--- src/rtl/stack_pkg.sv ---
package stack_pkg;
  typedef enum logic [2:0] {
    OP_IDLE,
    OP_LOAD,
    OP_REPL,
    OP_PUSH,
    OP_POP
  } stack_op_e;
endpackage

--- src/rtl/stack_ctrl.sv ---
module stack_ctrl
  import stack_pkg::*;
#(
  parameter int DATA_W = 4,
  parameter int ADDR_W = 8
) (
  input  logic              push_i,
  input  logic              pop_i,
  input  logic              ld_sp_i,
  input  logic [DATA_W-1:0] push_data_i,
  input  logic [ADDR_W-1:0] sp_i,
  input  logic [ADDR_W-1:0] sp_q_i,
  input  logic [DATA_W-1:0] tos_q_i,
  input  logic [DATA_W-1:0] rd_data_i,
  output logic [ADDR_W-1:0] sp_d_o,
  output logic [DATA_W-1:0] tos_d_o,
  output logic              we_o,
  output logic [ADDR_W-1:0] waddr_o,
  output logic [DATA_W-1:0] wdata_o
);
  stack_op_e op;

  // load beats everything; push+pop is a replace
  always_comb begin
    if (ld_sp_i)               op = OP_LOAD;
    else if (push_i && pop_i)  op = OP_REPL;
    else if (push_i)           op = OP_PUSH;
    else if (pop_i)            op = OP_POP;
    else                       op = OP_IDLE;
  end

  logic [ADDR_W-1:0] sp_inc, sp_dec;
  assign sp_inc = sp_q_i + ADDR_W'(1);
  assign sp_dec = sp_q_i - ADDR_W'(1);

  always_comb begin
    sp_d_o  = sp_q_i;
    tos_d_o = tos_q_i;
    we_o    = 1'b0;
    waddr_o = sp_inc;
    wdata_o = tos_q_i;
    unique case (op)
      OP_LOAD: sp_d_o = sp_i;
      OP_REPL: tos_d_o = push_data_i;
      OP_PUSH: begin
        sp_d_o  = sp_inc;
        tos_d_o = push_data_i;
        we_o    = 1'b1;
      end
      OP_POP: begin
        tos_d_o = rd_data_i;
        sp_d_o  = sp_dec;
      end
      default: ;
    endcase
  end
endmodule

--- src/rtl/stack_ram.sv ---
module stack_ram #(
  parameter int DATA_W = 4,
  parameter int ADDR_W = 8
) (
  input  logic              clk_i,
  input  logic              we_i,
  input  logic [ADDR_W-1:0] waddr_i,
  input  logic [DATA_W-1:0] wdata_i,
  input  logic [ADDR_W-1:0] raddr_i,
  output logic [DATA_W-1:0] rdata_o
);
  localparam int DEPTH = 1 << ADDR_W;

  logic [DATA_W-1:0] mem [DEPTH];

  always_ff @(posedge clk_i) begin
    if (we_i) mem[waddr_i] <= wdata_i;
  end

  assign rdata_o = mem[raddr_i];
endmodule

--- src/rtl/nibble_stack.sv ---
module nibble_stack #(
  parameter int DATA_W = 4,
  parameter int ADDR_W = 8
) (
  input  logic              clk_i,
  input  logic              rst_ni,
  input  logic              push_i,
  input  logic              pop_i,
  input  logic              ld_sp_i,
  input  logic [DATA_W-1:0] push_data_i,
  input  logic [ADDR_W-1:0] sp_i,
  output logic [DATA_W-1:0] tos_o,
  output logic [DATA_W-1:0] nos_o,
  output logic [ADDR_W-1:0] sp_o
);
  logic [ADDR_W-1:0] sp_q, sp_d, waddr;
  logic [DATA_W-1:0] tos_q, tos_d, wdata, rdata;
  logic              we;

  stack_ctrl #(.DATA_W(DATA_W), .ADDR_W(ADDR_W)) u_ctrl (
    .push_i      (push_i),
    .pop_i       (pop_i),
    .ld_sp_i     (ld_sp_i),
    .push_data_i (push_data_i),
    .sp_i        (sp_i),
    .sp_q_i      (sp_q),
    .tos_q_i     (tos_q),
    .rd_data_i   (rdata),
    .sp_d_o      (sp_d),
    .tos_d_o     (tos_d),
    .we_o        (we),
    .waddr_o     (waddr),
    .wdata_o     (wdata)
  );

  stack_ram #(.DATA_W(DATA_W), .ADDR_W(ADDR_W)) u_ram (
    .clk_i   (clk_i),
    .we_i    (we),
    .waddr_i (waddr),
    .wdata_i (wdata),
    .raddr_i (sp_q),
    .rdata_o (rdata)
  );

  // pointer has no defined base until loaded; zero keeps it deterministic
  always_ff @(posedge clk_i or negedge rst_ni) begin
    if (!rst_ni) begin
      sp_q  <= '0;
      tos_q <= '0;
    end else begin
      sp_q  <= sp_d;
      tos_q <= tos_d;
    end
  end

  assign tos_o = tos_q;
  assign nos_o = rdata;
  assign sp_o  = sp_q;

  logic push_only, pop_only, repl, idle;
  assign push_only = push_i && !pop_i && !ld_sp_i;
  assign pop_only  = pop_i && !push_i && !ld_sp_i;
  assign repl      = push_i && pop_i && !ld_sp_i;
  assign idle      = !push_i && !pop_i && !ld_sp_i;

  assert_reset_R1: assert property (@(posedge clk_i)
    !rst_ni |=> (tos_o == '0 && sp_o == '0));

  assert_push_step_R2: assert property (@(posedge clk_i) disable iff (!rst_ni)
    push_only |=> (sp_o == $past(sp_o) + ADDR_W'(1)) && (tos_o == $past(push_data_i)));

  assert_push_save_R2: assert property (@(posedge clk_i) disable iff (!rst_ni)
    push_only |=> nos_o == $past(tos_o));

  assert_pop_R3: assert property (@(posedge clk_i) disable iff (!rst_ni)
    pop_only |=> (tos_o == $past(nos_o)) && (sp_o == $past(sp_o) - ADDR_W'(1)));

  assert_load_R4: assert property (@(posedge clk_i) disable iff (!rst_ni)
    ld_sp_i |=> (sp_o == $past(sp_i)) && $stable(tos_o));

  assert_replace_R5: assert property (@(posedge clk_i) disable iff (!rst_ni)
    repl |=> $stable(sp_o) && $stable(nos_o) && (tos_o == $past(push_data_i)));

  assert_idle_R7: assert property (@(posedge clk_i) disable iff (!rst_ni)
    idle |=> $stable(sp_o) && $stable(tos_o) && $stable(nos_o));
endmodule

--- config.mk ---
export PLATFORM = sky130hd
export DESIGN_NAME = nibble_stack
export DESIGN_NICKNAME = d
export VERILOG_FILES = /design/src/rtl/stack_pkg.sv /design/src/rtl/stack_ctrl.sv /design/src/rtl/stack_ram.sv /design/src/rtl/nibble_stack.sv
export SDC_FILE = /design/constraint.sdc
export NUM_CORES = 1
export LEC_CHECK = 0
export BUFFER_PORTS_ARGS = -buffer_cell sky130_fd_sc_hd__buf_2
export CELL_PAD_IN_SITES_DETAIL_PLACEMENT = 1
export CELL_PAD_IN_SITES_GLOBAL_PLACEMENT = 1
export CORE_ASPECT_RATIO = 0.6
export CORE_MARGIN = 1.5
export CORE_UTILIZATION = 40
export DETAILED_ROUTE_END_ITERATION = 8
export GPL_ROUTABILITY_DRIVEN = 0
export HOLD_SLACK_MARGIN = 0.1
export PLACE_DENSITY = 0.57
export SLEW_MARGIN = 20
export SYNTH_ARGS = -nofsm -noshare
export SYNTH_HDL_FRONTEND = slang
export SYNTH_SLANG_ARGS = --single-unit
--- constraint.sdc ---
create_clock -name clk_i -period 5.75 [get_ports clk_i]
set_clock_uncertainty 0.1 [all_clocks]
set_input_delay 0.575 -clock clk_i [delete_from_list [all_inputs] [get_ports clk_i]]
set_output_delay 0.575 -clock clk_i [all_outputs]
set_load 0.03 [all_outputs]
# After elaboration in Yosys (flattened, before gate mapping)
# Memories as Yosys holds them, arrays and structs flattened.
# Cells that the tools add are included.
word_totals:
  memories: 1
  wordCells: 22
  ramBits: 1024
  out_inout_bits: 16
  regBits: 12
memory_table:
  columns: ["name", "depth", "width", "read_ports", "rd_ports_with_merged_regs", "wr", "line_no", "rtl"]
  rows:
  - ["u_ram.mem", 256, 4, 1, 0, 1, "stack_ram.sv:14", "logic [DATA_W-1:0] mem [DEPTH];"]
op_classes:
  n_eq_ne: 4
  n_mux: 9
  n_reduce_logical: 4
  addsub: 2
op_table:
  columns: ["operator", "n"]
  rows:
  - ["$pmux W8 S3", 1]
  - ["$mux W3", 4]
  - ["$add A8 B1 Y8 const B", 1]
  - ["$pmux W4 S2", 1]
  - ["$sub A8 B1 Y8 const B", 1]
  - ["$eq A3 B2 Y1 const B", 2]
  - ["$eq A3 B1 Y1 const B", 1]
  - ["$eq A3 B3 Y1 const B", 1]
  - ["$mux W1", 3]
  - ["$reduce_bool A3 Y1", 1]
  - ["$reduce_bool A2 Y1", 1]
  - ["$reduce_or A2 Y1", 1]
  - ["$logic_and A1 B1 Y1", 1]

# Depth between registers and ports, before layout
# Gate-level depths: netlist (run 1).
depth:
  ltp_word: 8
  depth_mapped: 14
  depth_no_buf: 8

# Cells and area by module
# From an unflattened synthesis (run 1), not the netlist that was laid out.
hier_totals:
  cells_unflattened: 2162
  hier_area_um2: 41546.1
by_module_without_submodules:
  columns: ["module", "seq_area_each_um2", "n_inst", "area_each_um2", "cells_each"]
  rows:
  - ["stack_ram", 30749.5, 1, 40595.2, 2047]
  - ["stack_ctrl", 0.0, 1, 650.6, 103]
  - ["nibble_stack", 300.3, 1, 300.3, 12]

# Least setup slack after synthesis (run 1)
# No wires, ideal clock.
synth_path:
  path_kind: "flip-flop to flip-flop"
  startpoint: "reg tos_q[1] (netlist: tos_o[1])"
  endpoint: "mem u_ram.mem[0][1], data pin"
  path_stages_with_launch: 1
  required_time_ns: 4.809
  arrival_ns: 3.362
  slack_ns: 1.447
  path_cell_list: "dfrtp_1"
synth_rtl:
  columns: ["item", "line_no", "rtl"]
  rows:
  - ["start, declared", "nibble_stack.sv:17", "logic [DATA_W-1:0] tos_q, tos_d, wdata, rdata;"]
  - ["start signal, assigned", "nibble_stack.sv:52", "tos_q <= tos_d;"]
  - ["end, declared", "stack_ram.sv:14", null]
# Straight into the memory's write port.

# Worst setup path after layout (run 1)
layout_path:
  startpoint: "reg sp_q[0] (netlist: sp_o[0])"
  endpoint: "out nos_o[1]"
layout_via:
  elab_chain_cells: 1
layout_rtl:
  columns: ["item", "line_no", "rtl"]
  rows:
  - ["start, declared", "nibble_stack.sv:16", "logic [ADDR_W-1:0] sp_q, sp_d, waddr;"]
  - ["start signal, assigned", "nibble_stack.sv:51", "sp_q <= sp_d;"]
  - ["$mem_v2 Z256 W4", null, null]
  - ["end, declared", "nibble_stack.sv:13", "output logic [DATA_W-1:0] nos_o,"]
# Every way passes these cells.

==> results of run 1 <==
==> worst max-delay path: cells and delay by family, from the launching register on <==
kind | cells | cell delay [ps]
mux | 2 | 1110
compound gates | 2 | 500
buf+inv | 2 | 740
simple gates | 2 | 750
flops | 1 | 880
==> registers in the layout (all words and copies together), names as in the netlist <==
name and flops:
tos_o 4, u_ram.mem 1024, sp_o 8
==> cell usage after synthesis, types with 8 or more instances <==
library cell and instances:
mux2i_1 107, nor2b_1 11, a22oi_1 26, nor2_1 298, clkbuf_1 34, edfxtp_1 1024
dfrtp_1 12, a211oi_1 15, xnor2_1 8, mux4_2 226, mux2_2 18, buf_1 9
o221ai_1 14, a31oi_1 9, a221oi_1 20, and2_1 8, nand3_1 12, a21oi_1 33
buf_4 14, o22ai_1 12, buf_2 59, buf_6 16, nand2_1 75, o21ai_0 36
nor3_1 12
==> layout make-up <==
cell class	count	area (µm²)	share of cell area, %
Clock buffer	111	2480	5.31
Clock inverter	63	719	1.54
Antenna cell	5	12.5	0.0268
Multi-Input combinational cell	1008	9740	20.9
Tap cell	1395	1750	3.74
Sequential cell	1036	31100	66.5
Timing Repair Buffer	108	901	1.93
Inverter	7	26.3	0.0563
==> placed cells by master, fill, tap and decap left out, types with 9 or more instances in the layout <==
cell / instances
edfxtp_1: 1024
bufinv_16: 14
nand3_1: 12
mux4_2: 226
clkbuf_16: 97
a211oi_1: 15
clkinv_2: 17
nor2_1: 298
nand2_1: 69
o22ai_1: 12
o21ai_0: 36
buf_2: 32
a22oi_1: 26
mux2_2: 18
mux2i_1: 107
clkbuf_1: 14
clkinv_1: 17
nor3_1: 11
o221ai_1: 14
buf_12: 11
buf_4: 59
a31oi_1: 9
a221oi_1: 20
a21oi_1: 33
nor2b_1: 11
==> layer usage <==
layer,vias up,track usage (%),share of wire [%]
met5,-,0,0
met4,0,5.54,2.2
met3,148,5.21,8.2
met2,903,32.2,41
met1,12185,38.7,48
li1,9004,-,-
==> worst min-delay path by stage <==
stage / startpoint / end / slack [ps] / cells past startpoint
floorplan: rst_ni / sp_o[0]$_DFFE_PN0P_ / 180 / 0
global placement: rst_ni / tos_o[1]$_DFFE_PN0P_ / 420 / 1
detailed placement: rst_ni / tos_o[1]$_DFFE_PN0P_ / 420 / 1
CTS: sp_i[7] / sp_o[7]$_DFFE_PN0P_ / 110 / 3
global route: sp_i[7] / sp_o[7]$_DFFE_PN0P_ / 190 / 3
finish: sp_i[7] / sp_o[7]$_DFFE_PN0P_ / 150 / 3
==> through the flow <==
step	hold slack, ps	total power [mW]	cells	setup slack [ps]	area, µm²
floorplan	179	10.4	2185	1450	41600
global placement	419	11.4	3547	783	43400
detailed placement	424	11.5	3548	993	43400
CTS	111	18.1	3727	173	46700
global route	191	18.4	3729	197	46700
finish	147	18.0	3733	337	46700
==> cell families (layout without fill, tap and decap cells) <==
kind of cell,Yosys count,count (layout)
compound gates,202,202
xor+xnor,9,9
fa+ha+maj,6,6
buf+inv,141,289
flops,1036,1036
mux,351,351
other cells,0,5
simple gates,440,440
==> repair_timing <==
item	in CTS	in global routing
hold buffers	5	0
gates resized for setup	0	1
endpoints found under the hold margin	16	0
setup endpoints to repair	0	1
==> report_power, final <==
| group | internal (mW) | switching (mW) |
|---|---|---|
| sequential | 8.67 | 0.223 |
| combinational | 0.776 | 1.64 |
| clock | 3.73 | 2.92 |
==> impl_results.md, run 1 <==
* Post-synthesis register bit count at 1036
* First-iteration detailed-routing DRC count at 2715
* Core area at 103000 µm²
* Final #Nets at 2280
* Post-synthesis mux area share at 15.3%
* Post-synthesis area per instance at 19.0 µm²
* Synth Warn # at 0
* Main combinational cell family by area after synthesis: multiplexers
* Setup violators final at 0
* Clock sinks at 1036
* Initial core utilization at 40.4%
* Post-Route WL at 124000 µm
* Max Cap Violations at 0
* H-tree Lvls at 3
* Post-Synth Adder-Cell Area at 0.181%
* Crit Path Max Fanout at 27
* Final worst path period share at approximately 94%
* R2R Path Start: sp_o[1]$_DFFE_PN0P_
* DP Wirelength at approximately 77000 µm
* Synthesized area at 41600 µm²
* DR vias/cell at between 5 and 6
* Port Buffers at 32
* Fin. max-slew vios at 0
* Setup TNS at 0 ps
* Routed wire length per instance at 33.3 µm
* DRC errors left at 0
* Post-Synth XOR/XNOR Area at 0.190%
* Area growth, synth to finish at 12.4%
* EDFF count, synth at a little over 1000
* Peak VDD IR at 320 µV
* Crit path from: sp_o[0]$_DFFE_PN0P_
* Largest net degree at the start of global routing at 165
* Die X at 419 µm
* Die Area at roughly 110000 µm²
* R2r endpoint: u_ram.mem[40][3]$_DFFE_PP_
* Synth Area in Compound Gates at 3.37%
* Clk Latency, worst-skew pair at 720 ps
* Crit path capture: nos_o[1]
* Net Count, Synth at 2208
* Fmax at 0.185 GHz
* Type of origin of the critical path: register
* Crit-path cells: buf_4 -> mux4_2 -> mux4_2 -> nand2_1 -> a21oi_1 -> nor4_1 -> o31ai_1 -> buf_2
* Drt first pass iters at 5
* Post-synth ARST share at 1.16%
* Row Count at 91
* Clock period minus worst slack at 5410 ps
* CP Class: register to primary output
* Cells on worst reg2reg path at 8
* Max stage delay on crit path at 880 ps
* Status: complete, no violations
* WP data arrival at 4740 ps
* Worst reg2reg setup slack at roughly 1200 ps
* Share of the synthesized area in the top cell type at 74.0%
* PD cells at 385 nW/µm²
* Slew headroom at 20.5%
* CTS Root Cell: clkbuf_16
* First-pass GRT wire length at 177000 µm
* CP required at approximately 5000 ps
* Synth area leader: edfxtp_1
* Grt ovf at 0
* GRT Overall Usage at 23.9%
* Sequential-to-total area share from yosys stat at 74.7%
* CTS max path bufs at 3
* Top_reg_cell synth: edfxtp_1
* Worst-Margin Slew at 1190 ps
* FILL cells at roughly 9600
* Share of cells above drive strength 1 at 21.9%
* Critical Path Sink Type: primary output
* Slowest-stage cell, CP: dfrtp_4
* Vias in the first global route at 22361
* Hold Crit Class: primary input to register
* Synth cell types at 56
* Final core occ at 45.4%
* # IOs at 33
* Via count at 22240
* Endpoints failing hold at 0
* Antenna violations before repair at 5
* Leading post-synthesis cells by cell area: edfxtp_1 74%, mux4_2 12%, nor2_1 2.7%, mux2i_1 2.6%, dfrtp_1 0.72%
* Mapped Cells at 2185
* Post-CTS Setup Inserts at 0
* Crit path top cell by count: mux4_2
* Clock transition at path regs at roughly 70 ps
* RSZ-0062 raised after global routing: no
* Post-DRT Antenna Nets at 0
* Post-synthesis simple-gate area fraction at 4.32%
* CTS Buf Count at between 90 and 100
* Die H at ~250 µm
* CTS tree: yes
* Static leakage at 14.3 nW
(Power assumes the default switching activity.)
==> run 2, diff against run 1 <==
==> constraint.sdc (replaced) <==
create_clock -name clk_i -period 5.75 [get_ports clk_i]
set_clock_uncertainty 0.1 [all_clocks]
set_input_delay 0.2875 -clock clk_i [delete_from_list [all_inputs] [get_ports clk_i]]
set_output_delay 0.2875 -clock clk_i [all_outputs]
set_load 0.03 [all_outputs]
==> impl_results.md, run 2 (synthesis results as in run 1) <==
* Type of origin of the critical path: register
* Final core occ at 45.6%
* Max Cap Violations at 0
* Endpoints failing hold at 0
* WP data arrival at 4810 ps
* Status: complete, no violations
* Via count at 21985
* Routed wire length per instance at between 30 and 40 µm
* Pwr Total at 18.0 mW
* DP Wirelength at 76100 µm
* CTS Root Cell: clkbuf_16
* First-pass GRT wire length at 174000 µm
* Diodes inserted at 0
* Share of cells above drive strength 1 at 21.2%
* Most frequent cells in the layout: 1024 x edfxtp_1, 298 x nor2_1, 226 x mux4_2
* Port Buffers at 32
* Hold Slack at 145 ps
* Die Area at 106000 µm²
* Row Count at 91
* GR Layer Usage met2 at 32.3%
* Post-DRT Antenna Nets at 0
* Drt first pass iters at 5
* Fmax at 0.192 GHz
* Post-CTS Setup Inserts at 0
* DR vias/cell at 5.85
* PD cells at about 380 nW/µm²
* H-tree Lvls at 3
* Crit Path Max Fanout at 47
* Final Non-Filler Cells at 3758
* Most flops, register: u_ram.mem
* Final worst path period share at 90.4%
* Commonest non-fill, non-tap cell in the layout: edfxtp_1
* CTS tree: yes
* Post-Route WL at 121000 µm
* Worst-Margin Slew at about 1200 ps
* CP required at about 5400 ps
* GRT Overall Usage at 23.2%
* Area growth, synth to finish at 12.9%
* Static leakage at between 10 and 15 nW
* Peak VDD IR at approximately 240 µV
* # IOs at 33
* Core area at just over 100000 µm²
* Die X at 419 µm
* CTS Buf Count at 97
* Setup TNS at 0 ps
* Clock sinks at approximately 1000
* Hold Crit Class: primary input to register
* Grt ovf at 0
* Slew headroom at roughly 22%
* M1 GR Usage at 36.6%
* First-iteration detailed-routing DRC count at ~2500
* Placed insts at 3552
* Clock transition at path regs at around 70 ps
* Number of flip-flops in the largest register at around 1000
* Setup violators final at 0
* Clk Latency, worst-skew pair at 730 ps
* Final #Nets at between 2000 and 2500
* CTS max path bufs at 3
* Clock period minus worst slack at ~5200 ps
* DRC errors left at 0
* CP Class: register to primary output
* Vias in the first global route at between 20000 and 25000
* Antenna violations before repair at 3
* Largest net degree at the start of global routing at 138
* RSZ-0062 raised after global routing: no
* Initial core utilization at 40.4%
* Die H at 253 µm
* Fin. max-slew vios at 0
* GR met3 Demand/Resource at under 10%
* Top Usage Layer GRT: met1
* Critical Path Sink Type: primary output
-- run 2: worst max-delay path, cell delays in order, from the launching register on --
cell and delay, ps:
dfrtp_4 850, buf_4 710, mux4_2 410, mux4_2 480, nand2_1 180, a21oi_1 110
nor4_1 580, a311oi_1 210, a41o_1 280, buf_2 200
-- run 2: final timing paths --
| path | from | end | slack (ps) | cells past startpoint |
|---|---|---|---|---|
| worst max register to register | sp_o[0]$_DFFE_PN0P_ | u_ram.mem[137][1]$_DFFE_PP_ | 1190 | 8 |
| min in group asynchronous | rst_ni | sp_o[0]$_DFFE_PN0P_ | 620 | 3 |
| worst min-delay path | ld_sp_i | sp_o[2]$_DFFE_PN0P_ | 150 | 3 |
| max in group asynchronous | rst_ni | sp_o[2]$_DFFE_PN0P_ | 4360 | 3 |
| worst max-delay path | sp_o[1]$_DFFE_PN0P_ | nos_o[3] | 550 | 9 |
| worst min register to register | tos_o[3]$_DFFE_PN0P_ | u_ram.mem[162][3]$_DFFE_PP_ | 830 | 0 |
-- run 2: timing repair --
action | 4_1_cts | 5_1_grt
hold buffers | 29 | 0
hold endpoints to repair | 24 | 0
gates resized for setup | 0 | 0
setup endpoints to repair | 0 | 0
-- run 2: area by class of cell --
class	count	area (µm²)
fill	9513	55900
sequential	1036	31100
multi-input combinational	1008	9730
clock buffer	120	2560
tap	1395	1750
timing repair buffer	136	1130
clock inverter	56	654
inverter	7	26.3
-- run 2: power by group --
part           switching, mW  internal [mW]  total, mW
Sequential             0.225           8.67       8.90
Combinational           1.59          0.790       2.38
Clock                   2.90           3.78       6.69
-- run 2: per-layer routing --
metal,vias to the layer above,part of all wire [%]
met5,-,0
met4,0,2.5
met3,181,7.7
met2,917,42
met1,11832,47
li1,9055,-
-- run 2: through the flow --
| step | setup slack, ps | area (µm²) |
|---|---|---|
| 2_1_floorplan | 1450 | 41600 |
| 3_3_place_gp | 1280 | 43400 |
| 3_5_place_dp | 1250 | 43400 |
| 4_1_cts | 521 | 46900 |
| 5_1_grt | 360 | 46900 |
| 6_report | 551 | 46900 |
==> run 3, diff against run 2 <==
CORE_ASPECT_RATIO = 0.75   (was 0.6)
==> impl_results.md, run 3 (synthesis results as in run 1) <==
* Status: complete, no violations
* Clock period minus worst slack at 5140 ps
* Final worst setup slack at 614 ps
* Most flops, register: u_ram.mem
* Antenna violations before repair at 7
* First-pass GRT wire length at 168000 µm
* Worst reg2reg setup slack at 1250 ps
* PD cells at between 300 and 400 nW/µm²
* Peak VDD IR at 257 µV
* R2R Path Start: sp_o[2]$_DFFE_PN0P_
* H-tree Lvls at 3
* Slew headroom at between 20 and 30%
* Max Cap Violations at 0
* Worst-Margin Slew at 1080 ps
* Setup violators final at 0
* Share of cells above drive strength 1 at 21.1%
* GRT Overall Usage at between 20% and 30%
* Die H at 282 µm
* Final core occ at between 40% and 50%
* Routed wire length per instance at between 30 and 40 µm
* Clock sinks at 1036
* CTS tree: yes
* Final #Nets at 2290
* Multi-input gate area at 9740 µm²
* Sequential cell area at 31100 µm²
* Crit path capture: nos_o[0]
* Endpoints failing hold at 0
* Largest net degree at the start of global routing at 201
* CP Class: register to primary output
* CP required at about 5400 ps
* RSZ-0062 raised after global routing: no
* Vias in the first global route at approximately 23000
* Port Buffers at 32
* Commonest non-fill, non-tap cell in the layout: edfxtp_1
* Setup TNS at 0 ps
* Area growth, synth to finish at 12.4%
* Initial core utilization at between 40% and 50%
* R2r endpoint: sp_o[6]$_DFFE_PN0P_
* DP Wirelength at 70300 µm
* Drt first pass iters at 7
* Crit Path Max Fanout at 37
* Fmax at 0.195 GHz
* Post-DRT Antenna Nets at 0
* Most frequent cells in the layout: 1024 x edfxtp_1, 298 x nor2_1, 226 x mux4_2
* # IOs at 33
* Static leakage at around 14 nW
* Diodes inserted at 0
* Number of flip-flops in the largest register at slightly above 1000
* Row Count at 102
* Core area at 103000 µm²
* Die X at approximately 380 µm
* Crit path from: sp_o[0]$_DFFE_PN0P_
* CTS Buf Count at 100
* Cells on worst reg2reg path at 10
* Die Area at 106000 µm²
* Post-Route WL at roughly 120000 µm
* DRC errors left at 0
* Clock transition at path regs at 70 ps
* Placed cell area at 43200 µm²
* Type of origin of the critical path: register
* DR vias/cell at 5.82
* Via count at 21507
* Fin area at 46700 µm²
* First-iteration detailed-routing DRC count at 2055
* Grt ovf at 0
* WP data arrival at around 4800 ps
* Post-CTS sizing at 0
* Setup WS pre-CTS at 1270 ps
* Critical Path Sink Type: primary output
* Fin. max-slew vios at 0
* Clk Latency, worst-skew pair at 690 ps
* CTS max path bufs at 3
* Pwr Total at 17.8 mW
* Hold Crit Class: primary input to register
* CTS Root Cell: clkbuf_16
* FILL cells at 9565
* Final worst path period share at approximately 90%
## run 3: changes by cell type in the layout (fill, tap and decap cells not counted), moves of 4 or more
cell	change
buf_4	-17
clkinvlp_4	+6
clkinv_2	+5
clkbuf_1	-4
dlygate4sd3_1	-4
## run 3: per-layer routing
metal | track usage, % | share of wire (%) | vias up
met5 | 0 | 0.0095 | -
met4 | 6.38 | 2.6 | 2
met3 | 3.62 | 5.5 | 171
met2 | 33.7 | 45 | 662
met1 | 33.2 | 47 | 11640
li1 | - | - | 9032
## run 3: where the power goes
group | switching, mW | internal, mW
Clock | 2.86 | 3.75
Sequential | 0.171 | 8.68
Combinational | 1.58 | 0.766
Total | 4.61 | 13.2
## run 3: area by class of cell
class                           instances  area share [%]
Multi-Input combinational cell       1008            20.8
Inverter                                7          0.0563
Clock buffer                          118            5.55
Timing Repair Buffer                  114            2.03
Sequential cell                      1036            66.5
Tap cell                             1352            3.62
Clock inverter                         60            1.37
## run 3: how the worst min path moves through the flow
| stage | endpoint | cells after the start | start |
|---|---|---|---|
| 6_report | tos_o[2]$_DFFE_PN0P_ | 4 | push_i |
| 5_1_grt | sp_o[2]$_DFFE_PN0P_ | 5 | sp_i[2] |
| 4_1_cts | sp_o[2]$_DFFE_PN0P_ | 5 | sp_i[2] |
| 3_5_place_dp | sp_o[5]$_DFFE_PN0P_ | 1 | rst_ni |
| 3_3_place_gp | sp_o[0]$_DFFE_PN0P_ | 1 | rst_ni |
| 2_1_floorplan | sp_o[0]$_DFFE_PN0P_ | 0 | rst_ni |
## run 3: critical path, stage by stage (launching register included)
cell and delay [ps]:
dfrtp_4 950, buf_12 320, mux4_2 570, a2111oi_0 600, o21ai_0 350, a311o_1 460
o221ai_1 300, o21bai_1 210, buf_2 220
## run 3: what timing repair did
item | 4_1_cts | 5_1_grt
setup buffers | 0 | 0
hold buffers | 25 | 0
hold endpoints to repair | 23 | 0
## run 3: stage by stage
| step | cells | hold WS (ps) |
|---|---|---|
| floorplan | 2185 | -108 |
| global placement | 3491 | 136 |
| detailed placement | 3491 | 144 |
| CTS | 3694 | 101 |
| global route | 3695 | 162 |
| finish | 3695 | 161 |
